--- config.mk ---
export PLATFORM = sky130hd
export DESIGN_NAME = inv_mut_unit
export DESIGN_NICKNAME = d
export VERILOG_FILES = /design/src/rtl/inv_mut_pkg.sv /design/src/rtl/inv_mut_lfsr.sv /design/src/rtl/inv_mut_store.sv /design/src/rtl/inv_mut_ctrl.sv /design/src/rtl/inv_mut_unit.sv
export SDC_FILE = /design/constraint.sdc
export NUM_CORES = 2
export LEC_CHECK = 0
export BUFFER_PORTS_ARGS = -buffer_cell sky130_fd_sc_hd__buf_2
export CAP_MARGIN = 10
export CORE_MARGIN = 2
export CORE_UTILIZATION = 45
export DETAILED_ROUTE_END_ITERATION = 8
export PLACE_DENSITY = 0.68
export SYNTH_ARGS = -nofsm -noshare
export SYNTH_HDL_FRONTEND = slang
export SYNTH_SLANG_ARGS = --single-unit
--- constraint.sdc ---
create_clock -name clk -period 49.2 [get_ports clk]
set_clock_uncertainty 0.2 [all_clocks]
set_input_delay 9.84 -clock clk [delete_from_list [all_inputs] [get_ports clk]]
set_output_delay 9.84 -clock clk [all_outputs]
set_load 0.005 [all_outputs]
--- src/rtl/inv_mut_pkg.sv ---
package inv_mut_pkg;

   localparam int RNG_W = 16;

   typedef enum logic [3:0] {
      ST_IDLE,
      ST_DECIDE,
      ST_CUT_A,
      ST_CUT_B,
      ST_RD_LO,
      ST_RD_HI,
      ST_WR_LO,
      ST_WR_HI,
      ST_DONE
   } mut_state_e;

   // Fibonacci form, feedback from bits 16,14,13,11 (one-based)
   function automatic logic [RNG_W-1:0] rng_advance(input logic [RNG_W-1:0] s);
      return {s[RNG_W-2:0], s[15] ^ s[13] ^ s[12] ^ s[10]};
   endfunction

endpackage

--- src/rtl/inv_mut_lfsr.sv ---
module inv_mut_lfsr
   import inv_mut_pkg::*;
#(
   parameter logic [RNG_W-1:0] SEED = 16'hACE1
) (
   input  logic             clk,
   input  logic             rst_n,
   input  logic             step_i,
   output logic [RNG_W-1:0] value_o
);

   if (SEED == '0) begin : g_bad_seed
      $error("inv_mut_lfsr: SEED must be nonzero");
   end

   logic [RNG_W-1:0] state_q;

   always_ff @(posedge clk) begin
      if (!rst_n)      state_q <= SEED;
      else if (step_i) state_q <= rng_advance(state_q);
   end

   assign value_o = state_q;


   rng_nonzero_chk: assert property (@(posedge clk) disable iff (!rst_n)
      state_q != '0);


   rng_hold_chk: assert property (@(posedge clk) disable iff (!rst_n)
      !step_i |=> $stable(state_q));

endmodule

--- src/rtl/inv_mut_store.sv ---
module inv_mut_store #(
   parameter int DEPTH  = 128,
   parameter int DATA_W = 7
) (
   input  logic                     clk,
   input  logic                     we_i,
   input  logic [$clog2(DEPTH)-1:0] waddr_i,
   input  logic [DATA_W-1:0]        wdata_i,
   input  logic [$clog2(DEPTH)-1:0] raddr_a_i,
   output logic [DATA_W-1:0]        rdata_a_o,
   input  logic [$clog2(DEPTH)-1:0] raddr_b_i,
   output logic [DATA_W-1:0]        rdata_b_o
);

   localparam int ADDR_W = $clog2(DEPTH);

   if ((1 << ADDR_W) != DEPTH) begin : g_bad_depth
      $error("inv_mut_store: DEPTH must be a power of two");
   end

   logic [DATA_W-1:0] rows [DEPTH];

   for (genvar g = 0; g < DEPTH; g++) begin : g_row
      logic [DATA_W-1:0] cell_q;
      always_ff @(posedge clk) begin
         if (we_i && waddr_i == ADDR_W'(g)) cell_q <= wdata_i;
      end
      assign rows[g] = cell_q;
   end

   assign rdata_a_o = rows[raddr_a_i];
   assign rdata_b_o = rows[raddr_b_i];

endmodule

--- src/rtl/inv_mut_ctrl.sv ---
module inv_mut_ctrl
   import inv_mut_pkg::*;
#(
   parameter int          MAX_NODES  = 128,
   parameter int          NODE_W     = 7,
   parameter int unsigned MUT_THRESH = 655
) (
   input  logic                           clk,
   input  logic                           rst_n,
   input  logic                           start_i,
   input  logic [$clog2(MAX_NODES+1)-1:0] len_i,
   input  logic [RNG_W-1:0]               rnd_i,
   output logic                           step_o,
   output logic [$clog2(MAX_NODES)-1:0]   eng_addr_o,
   input  logic [NODE_W-1:0]              eng_rdata_i,
   output logic                           eng_we_o,
   output logic [NODE_W-1:0]              eng_wdata_o,
   output logic                           busy_o,
   output logic                           done_o,
   output logic                           mutated_o
);

   localparam int IDX_W = $clog2(MAX_NODES);
   localparam int LEN_W = $clog2(MAX_NODES+1);
   localparam logic [LEN_W-1:0] LEN_MAX = LEN_W'(MAX_NODES);
   localparam logic [LEN_W-1:0] ONE     = LEN_W'(1);

   mut_state_e        state_q;
   logic [LEN_W-1:0]  len_q, cut_a_q, lo_q, hi_q;
   logic [NODE_W-1:0] hold_lo_q, hold_hi_q;
   logic              mut_q;

   logic [LEN_W-1:0] len_eff, rem_w, lo_w, hi_w;
   logic             attempt, in_swap;

   assign len_eff = (len_i > LEN_MAX) ? LEN_MAX : len_i;
   assign rem_w   = LEN_W'(rnd_i % RNG_W'(len_q));
   assign lo_w    = (cut_a_q < rem_w) ? cut_a_q : rem_w;
   assign hi_w    = (cut_a_q < rem_w) ? rem_w : cut_a_q;
   assign attempt = (len_q >= LEN_W'(2)) && (32'(rnd_i) < MUT_THRESH);
   assign in_swap = state_q inside {ST_RD_LO, ST_RD_HI, ST_WR_LO, ST_WR_HI};

   always_ff @(posedge clk) begin
      if (!rst_n) begin
         state_q   <= ST_IDLE;
         len_q     <= '0;
         cut_a_q   <= '0;
         lo_q      <= '0;
         hi_q      <= '0;
         hold_lo_q <= '0;
         hold_hi_q <= '0;
         mut_q     <= 1'b0;
      end else begin
         unique case (state_q)
            ST_IDLE: if (start_i) begin
               len_q   <= len_eff;
               mut_q   <= 1'b0;
               state_q <= ST_DECIDE;
            end
            ST_DECIDE: state_q <= attempt ? ST_CUT_A : ST_DONE;
            ST_CUT_A: begin
               cut_a_q <= rem_w;
               state_q <= ST_CUT_B;
            end
            ST_CUT_B: begin
               lo_q <= lo_w;
               hi_q <= hi_w;
               if (lo_w == hi_w) state_q <= ST_DONE;
               else begin
                  mut_q   <= 1'b1;
                  state_q <= ST_RD_LO;
               end
            end
            ST_RD_LO: begin
               hold_lo_q <= eng_rdata_i;
               state_q   <= ST_RD_HI;
            end
            ST_RD_HI: begin
               hold_hi_q <= eng_rdata_i;
               state_q   <= ST_WR_LO;
            end
            ST_WR_LO: state_q <= ST_WR_HI;
            ST_WR_HI: begin
               lo_q    <= lo_q + ONE;
               hi_q    <= hi_q - ONE;
               state_q <= ((lo_q + ONE) >= (hi_q - ONE)) ? ST_DONE : ST_RD_LO;
            end
            ST_DONE: state_q <= ST_IDLE;
            default: state_q <= ST_IDLE;
         endcase
      end
   end

   assign step_o = (state_q == ST_IDLE && start_i) ||
                   (state_q == ST_DECIDE && attempt) ||
                   (state_q == ST_CUT_A);

   assign eng_addr_o  = (state_q == ST_RD_HI || state_q == ST_WR_HI) ?
                        hi_q[IDX_W-1:0] : lo_q[IDX_W-1:0];
   assign eng_we_o    = (state_q == ST_WR_LO) || (state_q == ST_WR_HI);
   assign eng_wdata_o = (state_q == ST_WR_LO) ? hold_hi_q : hold_lo_q;

   assign busy_o    = (state_q != ST_IDLE);
   assign done_o    = (state_q == ST_DONE);
   assign mutated_o = mut_q;


   done_pulse_chk: assert property (@(posedge clk) disable iff (!rst_n)
      done_o |=> !done_o);


   swap_order_chk: assert property (@(posedge clk) disable iff (!rst_n)
      in_swap |-> (lo_q < hi_q));


   cut_range_chk: assert property (@(posedge clk) disable iff (!rst_n)
      in_swap |-> (hi_q < len_q));


   start_accept_chk: assert property (@(posedge clk) disable iff (!rst_n)
      (!busy_o && start_i) |=> busy_o);


   flag_hold_chk: assert property (@(posedge clk) disable iff (!rst_n)
      (!busy_o && !start_i) |=> $stable(mutated_o));

endmodule

--- src/rtl/inv_mut_unit.sv ---
module inv_mut_unit
   import inv_mut_pkg::*;
#(
   parameter int               MAX_NODES  = 128,
   parameter int               NODE_W     = 7,
   parameter logic [RNG_W-1:0] SEED       = 16'hACE1,
   parameter int unsigned      MUT_THRESH = 655
) (
   input  logic                           clk,
   input  logic                           rst_n,
   input  logic                           start_i,
   input  logic [$clog2(MAX_NODES+1)-1:0] len_i,
   input  logic                           acc_we_i,
   input  logic [$clog2(MAX_NODES)-1:0]   acc_addr_i,
   input  logic [NODE_W-1:0]              acc_wdata_i,
   output logic [NODE_W-1:0]              acc_rdata_o,
   output logic                           busy_o,
   output logic                           done_o,
   output logic                           mutated_o
);

   localparam int IDX_W = $clog2(MAX_NODES);

   if (MAX_NODES < 2 || MAX_NODES > 32768) begin : g_bad_size
      $error("inv_mut_unit: MAX_NODES out of range");
   end
   if (MUT_THRESH > 65536) begin : g_bad_thresh
      $error("inv_mut_unit: MUT_THRESH above random range");
   end
   if (NODE_W < IDX_W) begin : g_bad_node_w
      $error("inv_mut_unit: NODE_W too narrow for MAX_NODES identifiers");
   end

   logic [RNG_W-1:0]  rnd;
   logic              step;
   logic [IDX_W-1:0]  eng_addr;
   logic [NODE_W-1:0] eng_rdata, eng_wdata;
   logic              eng_we;

   logic              st_we;
   logic [IDX_W-1:0]  st_waddr;
   logic [NODE_W-1:0] st_wdata;

   inv_mut_lfsr #(.SEED(SEED)) u_rng (
      .clk     (clk),
      .rst_n   (rst_n),
      .step_i  (step),
      .value_o (rnd)
   );

   inv_mut_ctrl #(
      .MAX_NODES  (MAX_NODES),
      .NODE_W     (NODE_W),
      .MUT_THRESH (MUT_THRESH)
   ) u_ctrl (
      .clk         (clk),
      .rst_n       (rst_n),
      .start_i     (start_i),
      .len_i       (len_i),
      .rnd_i       (rnd),
      .step_o      (step),
      .eng_addr_o  (eng_addr),
      .eng_rdata_i (eng_rdata),
      .eng_we_o    (eng_we),
      .eng_wdata_o (eng_wdata),
      .busy_o      (busy_o),
      .done_o      (done_o),
      .mutated_o   (mutated_o)
   );

   // engine owns the write port for the whole run
   assign st_we    = busy_o ? eng_we    : acc_we_i;
   assign st_waddr = busy_o ? eng_addr  : acc_addr_i;
   assign st_wdata = busy_o ? eng_wdata : acc_wdata_i;

   inv_mut_store #(.DEPTH(MAX_NODES), .DATA_W(NODE_W)) u_store (
      .clk       (clk),
      .we_i      (st_we),
      .waddr_i   (st_waddr),
      .wdata_i   (st_wdata),
      .raddr_a_i (eng_addr),
      .rdata_a_o (eng_rdata),
      .raddr_b_i (acc_addr_i),
      .rdata_b_o (acc_rdata_o)
   );

endmodule

## Yosys cells after proc, flatten, opt, wreduce, memory -nomap -nowiden

Cells that the tools add are included.

- Register bits after elaboration: 963
- Input port bits: 26
- Word-level logic and storage cells: 456

- Add/subtract/negate cells: 2
- Div/mod/pow operators: 1
- Magnitude comparators: 7
- Eq/ne operators: 138
- Mux-type cells: 24
- Bitwise operators: 5
- Reductions and logical operators: 142

Operator list:

| kind | count |
|---|---|
| $eq 7x7->1 const B | 64 |
| $eq 7x6->1 const B | 32 |
| $logic_and 1x1->1 | 131 |
| $eq 7x5->1 const B | 16 |
| $bmux 7 s7 | 2 |
| $eq 7x4->1 const B | 8 |
| $mux 7 | 8 |
| $pmux 4 s8 | 1 |
| $pmux 8 s2 | 2 |
| $eq 7x3->1 const B | 4 |
| $mux 8 | 3 |
| $eq 4x3->1 const B | 4 |
| $ge 8x8->1 const B | 2 |
| $lt 16x10->1 const B | 1 |
| $mod 16x8->16 | 1 |
| $mux 4 | 4 |
| $not 7->8 | 2 |
| $eq 7x2->1 const B | 2 |
| $add 8x1->8 const B | 1 |
| $eq 4x2->1 const B | 2 |
| $eq 8x8->1 | 1 |
| $ge 8x2->1 const B | 1 |
| $ge 8x8->1 | 1 |
| $gt 8x8->1 const B | 1 |
| other kinds (16) | 25 |

## Longest topological paths before layout

- Word-level depth: 7
- Mapped depth: 169
- Gate-level depth less buffers: 161

## Modules after synthesis

From an unflattened synthesis, not the netlist that was laid out.

- Cells, all modules: 3042
- Area total of the unflattened synthesis: 51409.3 um^2

Modules (own cells, without submodules):

| module | times used | cells an instance | area each (um^2) | sequential area each (um^2) |
|---|---|---|---|---|
| inv_mut_store | 1 | 1813 | 41665.0 | 26905.8 |
| inv_mut_ctrl | 1 | 1158 | 8876.0 | 1021.0 |
| inv_mut_lfsr | 1 | 54 | 630.6 | 320.3 |
| inv_mut_unit | 1 | 17 | 237.7 | 0.0 |

## Worst setup path after synthesis

No wires, ideal clock.

- Path type: reg-to-reg
- Start point: reg u_ctrl.len_q[4]
- End point: reg u_ctrl.hi_q[7]
- Data arrival time: 32950 ps
- Setup slack: 15930 ps
- Cell stages (with the launch flop): 161
- Clock period less this slack: 33270 ps
- Path through: dfxtp_1 > nor4_2 > nand2_1 > nor2_1 > a21oi_1 > a21oi_1 > ha_1 > a21o_1 > a31o_2 > and2_1 > ha_1 > o211ai_1 > a2111oi_2 > mux2i_1 > ha_1 > or3_1 > o22a_1 > nand2_1 > (+125 left out) > o31ai_1 > nor4_1 > a32oi_4 > mux2i_1 > inv_1 > ha_1 > nor2b_1 > o21a_1 > o21ai_0 > nand2b_1 > a21oi_1 > nor2b_1 > o21ai_0 > nand2b_1 > a21oi_1 > clkbuf_1 > a211oi_1 > a211o_1

- Word-level cells in the longest chain between the ends: 4

Ends and longest elaborated chain:

| what | RTL line | RTL |
|---|---|---|
| from (decl) | inv_mut_ctrl.sv:29 | `logic [LEN_W-1:0] len_q, cut_a_q, lo_q, hi_q;` |
| from (signal assigned) | inv_mut_ctrl.sv:56 | `len_q <= len_eff;` |
| $mod 16x8->16 (*) | inv_mut_ctrl.sv:37 | `assign rem_w = LEN_W'(rnd_i % RNG_W'(len_q));` |
| $lt 8x8->1 | inv_mut_ctrl.sv:39 | `assign hi_w = (cut_a_q < rem_w) ? rem_w : cut_a_q;` |
| $mux 8 (*) | inv_mut_ctrl.sv:39 |  |
| $pmux 8 s2 (*) | inv_mut_ctrl.sv:54 | `unique case (state_q)` |
| to (signal assigned) | inv_mut_ctrl.sv:67 | `hi_q <= hi_w;` |
| to (signal assigned) | inv_mut_ctrl.sv:85 | `hi_q <= hi_q - ONE;` |
| to (decl) | inv_mut_ctrl.sv:29 |  |

Every way passes the cells marked *; elsewhere a longest branch is shown, timed or not.
A chain may end at the register's enable or synchronous reset.

## Worst setup path after layout

- Start point: reg u_ctrl.len_q[4]
- End point: reg u_ctrl.hi_q[1]

Same word-level chain as after synthesis.

==> results by group <==
Cells and area
  – Multi-input logic area: 0.0230 mm^2
  – Register area: approximately 0.028 mm^2
  – Nets@finish: 4,539
  – Share of cells above drive strength 1: 0.140
  – Final instance area: ~0.057 mm^2
  – Filler Cells Inserted: 9,816
  – Area growth syn-to-layout: 9.22%

Drt
  – Antenna viol nets, final: 0
  – Detailed-route via count: between 30k and 40k
  – Via/cell ratio: around 6.4
  – Drt first pass iters: 6
  – WL final: around 160,000 um
  – Drt drc: 0
  – WL per Instance: ~26 um
  – Initial detailed-routing violation count: roughly 5.1k

Floorplanning
  – Die Footprint: approximately 0.12 mm^2
  – CORE AREA: roughly 0.12 mm^2
  – Die Span Y: 345 um
  – Top-Level Pins: 36
  – Starting Density: 0.453
  – Die width: approximately 350 um
  – Row Count: 125

Timing
  – Fmax: roughly 0.026 GHz
  – Final period utilization: 0.788
  – Count of final hold-check violations: 0
  – Slew @ Worst Pin: 1.30 ns
  – Final setup violation count: 0
  – RSZ-0062 raised after global routing: false
  – Final Max Tran Viols: 0
  – Setup_tns: 0 ns
  – Slew HR: 0.127
  – Final min period: 38.77 ns

Clocking
  – Clock-pin slew on the worst setup and hold paths: approximately 0.060 ns
  – Clk buf depth: 3
  – TritonCTS clock tree: yes
  – CTS sink count: 963
  – Number of H-tree levels: 3
  – Postcts setup bufs: 0
  – Clk_lat worst skew: approximately 0.70 ns
  – Hold buffers post-CTS: 0
  – Post-CTS Resized: 0
  – Root Driver: clkbuf_16
  – CTS Buf Count: approximately 100

Synth
  – Mapped Cells: approximately 4.5k
  – Synth Area in Adders: 0.0290
  – Synth Register Bits: approximately 960
  – Synth Area in Compound Gates: 0.0824
  – Main combinational cell family by area after synthesis: simple AND/OR/NAND/NOR gates
  – Async S/R FF share, synth: 0
  – Post-Syn Nets: between 4k and 5k
  – Simple-Gate Fraction of Synth Area: 0.170
  – Number of synthesized flops with an enable pin: 896
  – Post-Syn Area: roughly 0.052 mm^2
  – Avg Cell Area, Syn: about 12 um^2
  – Mux cell area share after synthesis: 0.145
  – Area share of the largest cell type after synthesis: 0.513
  – Ys Warns: 0
  – Synth area leaders: edfxtp_1 (51%), mux4_2 (13%), nand2_1 (7.3%)
  – Synth area leader: edfxtp_1
  – Post-synthesis xor/xnor area fraction: 0.00918
  – Most common flop cell mapped by yosys: edfxtp_1
  – Sequential fraction of the synthesis area: 0.538
  – Distinct cells, synth: 90

Setup path
  – Critical path class: flop to flop
  – CP max FO: 25
  – Reg2reg setup slack: 10.43 ns
  – Critical path arrival: 39.10 ns
  – Critical path's slowest cell: a21oi_2
  – Critical Path Start Type: flop
  – Largest stage delay on the critical path: a little over 0.8 ns
  – CP required: slightly below 50 ns
  – CP most frequent cell: o21a_1
  – Setup crit end kind: flop

Run
  – Total of max-cap violations: 0

Placed design
  – DP HPWL: 95,600 um
  – Final Wtd Congestion: roughly 0.9
  – Dpl cell area: 0.0540 mm^2
  – IO buf count: 35

GRT
  – Initial antenna violation count: 2
  – Largest net degree at the start of global routing: 166
  – GRT Total Usage: 0.253
  – Grt total ovfl: 0
  – Number of global-route vias before repair: 36.5k
  – First-pass GRT wire length: 231,000 um

Run status
  – Outcome: finished clean

Hold path
  – Worst Hold Class: flop to flop
[path summary, 6_finish.rpt]
path | start | endpoint | depth (start not counted)
max | u_ctrl.len_q[4] | u_ctrl.hi_q[1] | 154
min | u_ctrl.hold_hi_q[2] | u_ctrl.hold_hi_q[2] | 2
max reg2reg | u_ctrl.len_q[4] | u_ctrl.hi_q[1] | 154
min reg2reg | u_ctrl.hold_hi_q[2] | u_ctrl.hold_hi_q[2] | 2
[routing by layer]
metal	share of wire	GRT usage
met2	0.46	0.395
met4	0.037	0.0867
met5	0	0
met3	0.12	0.0557
met1	0.39	0.350
[cell families after synthesis]
logic type	after synthesis
compound gates	594
xor+xnor	55
fa+ha+maj	121
buf+inv	368
flops	963
mux	383
simple gates	2040
[placed cells by master, fill, tap and decap left out, drive strengths merged, types with 44 or more instances in the layout]
cell,Yosys,layout
inv,44,47
nor2,273,273
ha,119,119
o21ai,74,74
nand3,495,495
nand2,1025,1025
clkbuf,278,126
mux4,294,294
and3,62,62
dfxtp,67,67
o21a,44,44
a21oi,108,108
clkinv,0,47
buf,46,89
a311oi,140,140
mux2i,44,44
edfxtp,896,896
nor3,60,60
mux2,45,45
[stage by stage]
| stage | hold slack (ns) | utilization | std cells | worst slack, ns |
|---|---|---|---|---|
| 2_1_floorplan | 0.253 | - | 4524 | 15.93 |
| 3_3_place_gp | 0.265 | 0.466 | 5813 | 11.92 |
| 3_5_place_dp | 0.269 | 0.466 | 5813 | 10.95 |
| 4_1_cts | 0.276 | 0.494 | 6000 | 10.81 |
| 5_1_grt | 0.314 | 0.494 | 6002 | 6.88 |
| 6_report | 0.278 | 0.494 | 6003 | 10.43 |
[synth_stat cells, types with 42 or more instances]
library cell,instances
buf_1,42
o21ai_0,66
o21a_1,44
clkbuf_1,277
mux4_2,294
mux2_2,43
nand3_1,495
nand2_1,1025
ha_1,119
nor3_1,60
edfxtp_1,896
dfxtp_1,67
and3_1,62
a21oi_1,107
nor2_1,272
a311oi_1,140
mux2i_1,42
inv_1,43
[flip-flops by register name (all words and copies together) (netlist names)]
name,flops
u_ctrl.hold_lo_q,7
u_ctrl.state_q,4
u_ctrl.len_q,8
u_ctrl.lo_q,8
u_rng.value_o,16
u_ctrl.hold_hi_q,7
u_ctrl.hi_q,8
u_ctrl.cut_a_q,8
u_ctrl.mutated_o,1
u_store.g_row.cell_q,896
[area by class of cell]
type | instances | share of cell area
repair buffers | 90 | 0.0119
clock buffers | 125 | 0.0470
clock inverters | 62 | 0.0107
flip-flops and latches | 963 | 0.493
inverters | 44 | 0.00288
well taps | 1524 | 0.0333
diodes | 2 | 0.0000874
multi-input cells | 3193 | 0.401
[critical path: cells and delay by family, from the launching register on]
| family | cells | cell delay, ns |
|---|---|---|
| AOI/OAI and AO/OA | 86 | 19.97 |
| and+or+nand+nor | 38 | 8.96 |
| adders and majority gates | 16 | 4.89 |
| muxes | 12 | 3.85 |
| DFF | 1 | 0.36 |
| buffers and inverters | 2 | 0.30 |
Power is left out: the tool's default activity adds up to more than one toggle a clock period on the data nets, which glitch-free logic cannot reach.
